### config.mk
export PLATFORM = sky130hd
export DESIGN_NAME = lim_timer
export DESIGN_NICKNAME = d
export VERILOG_FILES = /design/src/rtl/lim_timer_pkg.sv /design/src/rtl/lim_timer_ctrl.sv /design/src/rtl/lim_timer_core.sv /design/src/rtl/lim_timer_rdmux.sv /design/src/rtl/lim_timer.sv
export SDC_FILE = /design/constraint.sdc
export NUM_CORES = 1
export LEC_CHECK = 0
export CAP_MARGIN = 20
export CORE_ASPECT_RATIO = 0.7
export CORE_MARGIN = 2
export CORE_UTILIZATION = 65
export CTS_CLUSTER_DIAMETER = 100
export DETAILED_ROUTE_END_ITERATION = 16
export DONT_BUFFER_PORTS = 1
export HOLD_SLACK_MARGIN = 0.08
export PLACE_DENSITY = 0.86
export SLEW_MARGIN = 20
export SYNTH_ARGS = -nofsm -noshare
export SYNTH_HDL_FRONTEND = slang
export SYNTH_SLANG_ARGS = --single-unit
export TNS_END_PERCENT = 100
### constraint.sdc
create_clock -name clk -period 4.2 [get_ports clk]
set_clock_uncertainty 0.05 [all_clocks]
set_input_delay 1.26 -clock clk [delete_from_list [all_inputs] [get_ports clk]]
set_output_delay 1.26 -clock clk [all_outputs]
set_load 0.1 [all_outputs]
### src/rtl/lim_timer_pkg.sv
// Shared constants and helpers for the interval timer.
// Assumes a 32-bit data bus and a 31-bit limit register.
package lim_timer_pkg;

    localparam int DATA_W = 32;
    localparam int LIM_W  = 31;

    localparam logic [2:0] WRD_LIMIT  = 3'd0;
    localparam logic [2:0] WRD_COUNT  = 3'd1;
    localparam logic [2:0] WRD_LIMKEEP = 3'd2;
    localparam logic [2:0] WRD_RUN    = 3'd3;
    localparam logic [2:0] WRD_MODE   = 3'd4;

    localparam logic [LIM_W-1:0] LIM_MAX = '1;

    // A zero write means "largest limit"; otherwise bit 31 is dropped.
    function automatic logic [LIM_W-1:0] norm_limit(input logic [DATA_W-1:0] v);
        return (v == '0) ? LIM_MAX : v[LIM_W-1:0];
    endfunction

endpackage

### src/rtl/lim_timer_ctrl.sv
// Control registers: limit, run/stop and mode.
// Assumes write strobes are already decoded by the parent. With SYS_FIXED
// set, the mode is tied to limit mode and mode writes are dropped.
module lim_timer_ctrl
    import lim_timer_pkg::*;
#(
    parameter bit SYS_FIXED = 1'b0
) (
    input  logic              clk,
    input  logic              rst_n,
    input  logic              wr_lim,
    input  logic              wr_run,
    input  logic              wr_mode,
    input  logic [DATA_W-1:0] wdata,
    output logic [LIM_W-1:0]  limit_q,
    output logic              user_q,
    output logic              stopped_q
);

    // Limit register, normalised on every write.
    always_ff @(posedge clk) begin
        if (!rst_n)       limit_q <= '0;
        else if (wr_lim)  limit_q <= norm_limit(wdata);
    end

    // Run/stop bit, honoured only in user mode.
    always_ff @(posedge clk) begin
        if (!rst_n)                stopped_q <= 1'b1;
        else if (wr_run && user_q) stopped_q <= wdata[0];
    end

    generate
        if (SYS_FIXED) begin : g_fixed
            assign user_q = 1'b0;
        end else begin : g_switch
            // Mode bit for a switchable instance.
            always_ff @(posedge clk) begin
                if (!rst_n)       user_q <= 1'b0;
                else if (wr_mode) user_q <= wdata[0];
            end

            a_r10_mode_write: assert property (@(posedge clk) disable iff (!rst_n)
                wr_mode |=> user_q == $past(wdata[0]));
        end
    endgenerate

    a_r3_zero_limit: assert property (@(posedge clk) disable iff (!rst_n)
        (wr_lim && wdata == '0) |=> limit_q == LIM_MAX);

    a_r9_run_ignored: assert property (@(posedge clk) disable iff (!rst_n)
        (wr_run && !user_q) |=> $stable(stopped_q));

endmodule

### src/rtl/lim_timer_core.sv
// Shared counter: wraps at the limit field in limit mode, free-runs with
// start/stop in user mode. Holds the sticky reached flag.
// Assumes restart has priority over a tick in the same cycle.
module lim_timer_core #(
    parameter int CNT_LSB = 9,
    parameter int TOT_W   = 54
) (
    input  logic                       clk,
    input  logic                       rst_n,
    input  logic                       tick,
    input  logic                       restart,
    input  logic                       ack,
    input  logic                       user,
    input  logic                       stopped,
    input  logic [30-CNT_LSB:0]        lim_field,
    output logic [TOT_W-CNT_LSB-1:0]   cnt,
    output logic                       reached
);

    localparam int LF_W = 31 - CNT_LSB;
    localparam int U_W  = TOT_W - CNT_LSB;

    logic [U_W:0] nxt;
    logic [U_W:0] lim_ext;
    logic         wrap;

    assign nxt     = {1'b0, cnt} + 1'b1;
    assign lim_ext = {{(U_W + 1 - LF_W){1'b0}}, lim_field};
    assign wrap    = !user && tick && !restart && (nxt >= lim_ext);

    // Counter: restart, wrap at limit, or advance when allowed.
    always_ff @(posedge clk) begin
        if (!rst_n)                          cnt <= '0;
        else if (restart || wrap)            cnt <= '0;
        else if (tick && (!user || !stopped)) cnt <= nxt[U_W-1:0];
    end

    // Sticky reached flag: set on wrap, cleared by acknowledge.
    always_ff @(posedge clk) begin
        if (!rst_n)     reached <= 1'b0;
        else if (ack)   reached <= 1'b0;
        else if (wrap)  reached <= 1'b1;
    end

    a_r2_reached_sticky: assert property (@(posedge clk) disable iff (!rst_n)
        (reached && !ack) |=> reached);

    a_r4_restart_zero: assert property (@(posedge clk) disable iff (!rst_n)
        restart |=> cnt == '0);

    a_r5_wrap_zero: assert property (@(posedge clk) disable iff (!rst_n)
        (!user && $rose(reached)) |-> cnt == '0);

    a_r1_idle_hold: assert property (@(posedge clk) disable iff (!rst_n)
        (!tick && !restart) |=> $stable(cnt));

    a_r9_stop_hold: assert property (@(posedge clk) disable iff (!rst_n)
        (user && stopped && !restart) |=> $stable(cnt));

endmodule

### src/rtl/lim_timer_rdmux.sv
// Read word selection for the interval timer.
// Assumes the count field layout depends only on CNT_LSB and TOT_W.
module lim_timer_rdmux
    import lim_timer_pkg::*;
#(
    parameter int CNT_LSB = 9,
    parameter int TOT_W   = 54
) (
    input  logic [2:0]               word,
    input  logic                     user,
    input  logic                     reached,
    input  logic                     stopped,
    input  logic [LIM_W-1:0]         limit_q,
    input  logic [TOT_W-CNT_LSB-1:0] cnt,
    output logic [DATA_W-1:0]        value
);

    localparam int U_W  = TOT_W - CNT_LSB;
    localparam int LF_W = 31 - CNT_LSB;
    localparam int LO_T = 32 - CNT_LSB;
    localparam int HI_W = U_W - LO_T;

    logic [DATA_W-1:0] lim_word, cnt_word, lo_word, hi_word;

    assign lim_word = {1'b0, limit_q};
    assign cnt_word = {reached, cnt[LF_W-1:0], {CNT_LSB{1'b0}}};
    assign lo_word  = {cnt[LO_T-1:0], {CNT_LSB{1'b0}}};
    assign hi_word  = {{(DATA_W - HI_W){1'b0}}, cnt[U_W-1:LO_T]};

    // Select the word for the addressed slot and current mode.
    always_comb begin
        case (word)
            WRD_LIMIT: value = user ? hi_word : lim_word;
            WRD_COUNT: value = user ? lo_word : cnt_word;
            WRD_RUN:   value = {31'd0, stopped};
            WRD_MODE:  value = {31'd0, user};
            default:   value = '0;
        endcase
    end

endmodule

### src/rtl/lim_timer.sv
// Interval timer top: address decode, registered read port, irq output.
// Assumes one bus access per cycle and a tick strobe one clock wide.
module lim_timer
    import lim_timer_pkg::*;
#(
    parameter int CNT_LSB   = 9,
    parameter int TOT_W     = 54,
    parameter bit SYS_FIXED = 1'b0
) (
    input  logic        clk,
    input  logic        rst_n,
    input  logic        tick,
    input  logic [4:0]  addr,
    input  logic        wr_en,
    input  logic [31:0] wr_data,
    input  logic        rd_en,
    output logic [31:0] rd_data,
    output logic        irq
);

    localparam int U_W  = TOT_W - CNT_LSB;
    localparam int LF_W = 31 - CNT_LSB;

    logic [2:0]        word;
    logic              wr_lim, wr_run, wr_mode, ack, restart;
    logic [LIM_W-1:0]  limit_q;
    logic              user_q, stopped_q, reached;
    logic [U_W-1:0]    cnt;
    logic [LF_W-1:0]   lim_field;
    logic [DATA_W-1:0] rd_value;
    logic              unused_bits;

    assign word        = addr[4:2];
    assign unused_bits = ^addr[1:0];

    assign wr_lim  = wr_en && (word == WRD_LIMIT || word == WRD_LIMKEEP);
    assign wr_run  = wr_en && (word == WRD_RUN);
    assign wr_mode = wr_en && (word == WRD_MODE);
    assign ack     = rd_en && (word == WRD_LIMIT) && !user_q;
    assign restart = ack || (wr_en && word == WRD_LIMIT);

    assign lim_field = (limit_q == '0) ? '1 : limit_q[LIM_W-1:CNT_LSB];
    assign irq       = reached && !user_q;

    lim_timer_ctrl #(.SYS_FIXED(SYS_FIXED)) u_ctrl (
        .clk(clk), .rst_n(rst_n), .wr_lim(wr_lim), .wr_run(wr_run),
        .wr_mode(wr_mode), .wdata(wr_data), .limit_q(limit_q),
        .user_q(user_q), .stopped_q(stopped_q)
    );

    lim_timer_core #(.CNT_LSB(CNT_LSB), .TOT_W(TOT_W)) u_core (
        .clk(clk), .rst_n(rst_n), .tick(tick), .restart(restart), .ack(ack),
        .user(user_q), .stopped(stopped_q), .lim_field(lim_field),
        .cnt(cnt), .reached(reached)
    );

    lim_timer_rdmux #(.CNT_LSB(CNT_LSB), .TOT_W(TOT_W)) u_rdmux (
        .word(word), .user(user_q), .reached(reached), .stopped(stopped_q),
        .limit_q(limit_q), .cnt(cnt), .value(rd_value)
    );

    // Registered read data, captured on the read strobe.
    always_ff @(posedge clk) begin
        if (!rst_n)     rd_data <= '0;
        else if (rd_en) rd_data <= rd_value;
    end

    a_r6_ack_clears: assert property (@(posedge clk) disable iff (!rst_n)
        ack |=> (!irq && rd_data[30:0] == $past(limit_q)));

    a_r12_spare_zero: assert property (@(posedge clk) disable iff (!rst_n)
        (rd_en && word > WRD_MODE) |=> rd_data == '0);

endmodule

==> results.ini <==
[run_status]
status = complete, no violations

[hold_path]
hp-class = reg -> reg
min_from = u_ctrl.stopped_q
worstHoldPathCells = 2
holdPathEnd = u_ctrl.stopped_q

[setup_path]
crit_path_start_kind = flip-flop
critPathCaptureType = flip-flop
cp_cell_sequence = ha_2 -> nand4_1 -> nor4_1 -> buf_4 -> nand3_1 -> nor2_1 -> xor2_1 -> ha_1 -> nand4_1 -> nor4_2 -> a21o_1 -> a211oi_1 -> o211a_1 -> nand4_4 -> buf_12 -> a41o_1
critPathMaxStageDelay_ns = 0.44
critPathArrivalTime_ns = 4.20
path_common_cell = nand4_1
r2r_end = u_core.reached
criticalPathCategory = reg -> reg
r2r.worst_path.cells = 16
slowest_stage = dfxtp_1
cp_data_required_time_ns = 4.40
critPathMaxFanout = 7
r2r_start = u_core.cnt[1]
reg2reg_setup_slack_ns = 0.21

[synthesis]
syn_area_per_cell_sq_um = 8.30
netlist_top_cells_area = dfxtp_1 (32%), xnor2_1 (5.0%), o221a_2 (5.0%)
yosys_warnings = 0
synth-simple-area-share_pct = 24.1
synthArstFlopShare_pct = 0
synth_ff_type = dfxtp_1
yosys.area.top_type = dfxtp_1
synth_area_sq_um = 6970
postSynthCellCount = 840
synth-xor-area-share_pct = 9.05
synth_adder_area_share_pct = 4.13
synth-edff-count = 0
synth_top_family_by_area = simple AND/OR/NAND/NOR gates
syn-num-nets = 905
synthMuxAreaShare_pct = 4.11
synth_seq_cells = 111
synth_top_area_share_pct = 31.9
ys_seq_area_share_pct = 31.9
synth_cell_types = 58
synth_compound_area_share_pct = 19.9

[finish]
area_growth_pct = 5.30
stdcell_count = 937
drive_above_1_share_pct = 17.9
finish.utilization_pct = 70.6
layout_commonest_cell = dfxtp_1
mostFrequentLayoutCells = dfxtp_1 (111), nand2_1 (86), nor2_1 (50)
nets = 865

[drt]
finalWirelength_microns = 19500
ant_nets = 0
drt-initial-drc-count = 880
wl_per_cell_microns = 20.8
vias_per_cell = 6.90
dr.pass1.iters = 5
vias = 6461
drc = 0

[placement]
dp_cells = 918
post-dp-hpwl_microns = 13800
gp_congestion = 1.01
port_buffers = 0

[timing]
fin_hold_ws_ns = 0.468
fmax_ghz = 0.250
setup_viol = 0
hold_violations = 0
final_max_slew_viol_count = 0
period_needed_ns = 3.99
tightest_slew_ns = 1.03
period_share_pct = 95.1
fin_setup_tns_ns = 0
slew_headroom_pct = 31.5

[run]
maxCapViolCount = 0

[grt]
track_usage_pct = 34.2
grt_pass1_vias = 6000
antenna_found_initial = 1
grt_overflow = 0
grt_max_degree = 69
grt_pass1_wl_microns = 31600

[clock_tree]
clock_latency_ns = 0.36
tritoncts = built
holdBufCountCts = 0
clockBufferDepth = 2
root_buffer = clkbuf_16
clock_sink_count = 111
cts_buffers = 9
htree_levels = 3
path_clk_slew_ns = 0.07

[floorplanning]
core_area_sq_um = 10400
die_h_microns = 90.6
dieArea_sq_um = 11600
ioPinCount = 75
num_rows = 31
die_w_microns = 128
start_util_pct = 67.0

[power_and_ir_drop]
leakagePower_nw = 2.63
power_per_cell_area_nw_per_um2 = 302
p_seq_share_pct = 49.7
switching_power_mw = 0.576
max-vdd-ir-drop_uv = 223
combPwrFrac_pct = 11.5
swShare_pct = 26.0
p_int_mw = 1.64
pwr-share-clk_pct = 38.8

## cells in the mapped netlist (28+ instances only)
master,number
xnor2_1,40
and2_1,29
clkbuf_1,55
o221a_2,31
xor2_1,32
nand4_1,28
nor4_1,29
a21oi_2,34
nor2_1,50
dfxtp_1,111
inv_1,34
nand2_1,86
nand3_1,31
## what timing repair did
action | 4_1_cts | 5_1_grt
setup endpoints to repair | 0 | 40
gates resized for setup | 0 | 2
setup buffers | 0 | 3
## cell type report
type / count / area [sq um]
multi-input combinational: 617 / 4300
fill: 774 / 3060
sequential: 111 / 2220
clock buffer: 11 / 233
timing repair buffer: 27 / 228
tap: 132 / 165
inverter: 34 / 128
clock inverter: 4 / 56.3
antenna: 1 / 2.50
## metrics by stage
| step | setup slack, ns | power, mW | cell area (sq um) |
|---|---|---|---|
| finish | 0.207 | 2.21 | 7340 |
| detailed placement | 0.377 | 1.36 | 7000 |
| global placement | 0.466 | 1.35 | 7000 |
| floorplan | 0.627 | 1.31 | 6970 |
| CTS | 0.237 | 2.19 | 7290 |
| global route | -0.000274 | 2.28 | 7340 |
## kinds of logic after synthesis
kind of cell | count (synthesis)
xor gates and xnor gates | 72
and+or+nand+nor | 321
buffers and inverters | 112
muxes | 26
adders and majority gates | 23
AOI/OAI and AO/OA | 175
DFF | 111
## routing by layer
metal	wire, microns	global-route usage (%)	part of all wire, %	vias to the layer above
li1	-	-	-	2923
met1	8150	46.6	42	3071
met2	8620	52.0	44	396
met3	2120	8.89	11	71
met4	619	13.2	3.2	0
met5	0	0	0	-
## worst max-delay path, delay by kind of cell, from the launching register on
family / cells / cell delay [ns]
and+or+nand+nor: 7 / 1.40
AOI/OAI and AO/OA: 4 / 0.90
adders and majority gates: 2 / 0.52
DFF: 1 / 0.44
buffers and inverters: 2 / 0.42
xor gates and xnor gates: 1 / 0.17
## how the worst max path moves through the flow
| stage | end | start | cells past startpoint | slack (ns) |
|---|---|---|---|---|
| 2_1_floorplan | u_core.cnt[0] | u_core.cnt[4] | 15 | 0.63 |
| 3_3_place_gp | u_core.cnt[16] | u_core.cnt[1] | 16 | 0.47 |
| 3_5_place_dp | u_core.cnt[21] | u_core.cnt[1] | 16 | 0.38 |
| 4_1_cts | u_core.cnt[34] | u_core.cnt[1] | 16 | 0.24 |
| 5_1_grt | u_core.cnt[34] | u_core.cnt[1] | 16 | -0.0003 |
| 6_report | u_core.reached | u_core.cnt[1] | 16 | 0.21 |
## state kept, by name, indices dropped and copies added, names as in the netlist
| register | cells |
|---|---|
| u_core.cnt | 45 |
| rd_data | 32 |
| u_ctrl.limit_q | 31 |
| u_core.reached | 1 |
| u_ctrl.stopped_q | 1 |
| u_ctrl.user_q | 1 |
## power by group through the flow
stage / clock network, mW / registers, mW / logic (mW)
floorplan: 0 / 1.12 / 0.193
global placement: 0 / 1.12 / 0.223
detailed placement: 0 / 1.12 / 0.234
CTS: 0.859 / 1.10 / 0.236
global route: 0.898 / 1.10 / 0.276
finish: 0.858 / 1.10 / 0.255
Note: power is estimated with default switching activity, not from simulation.
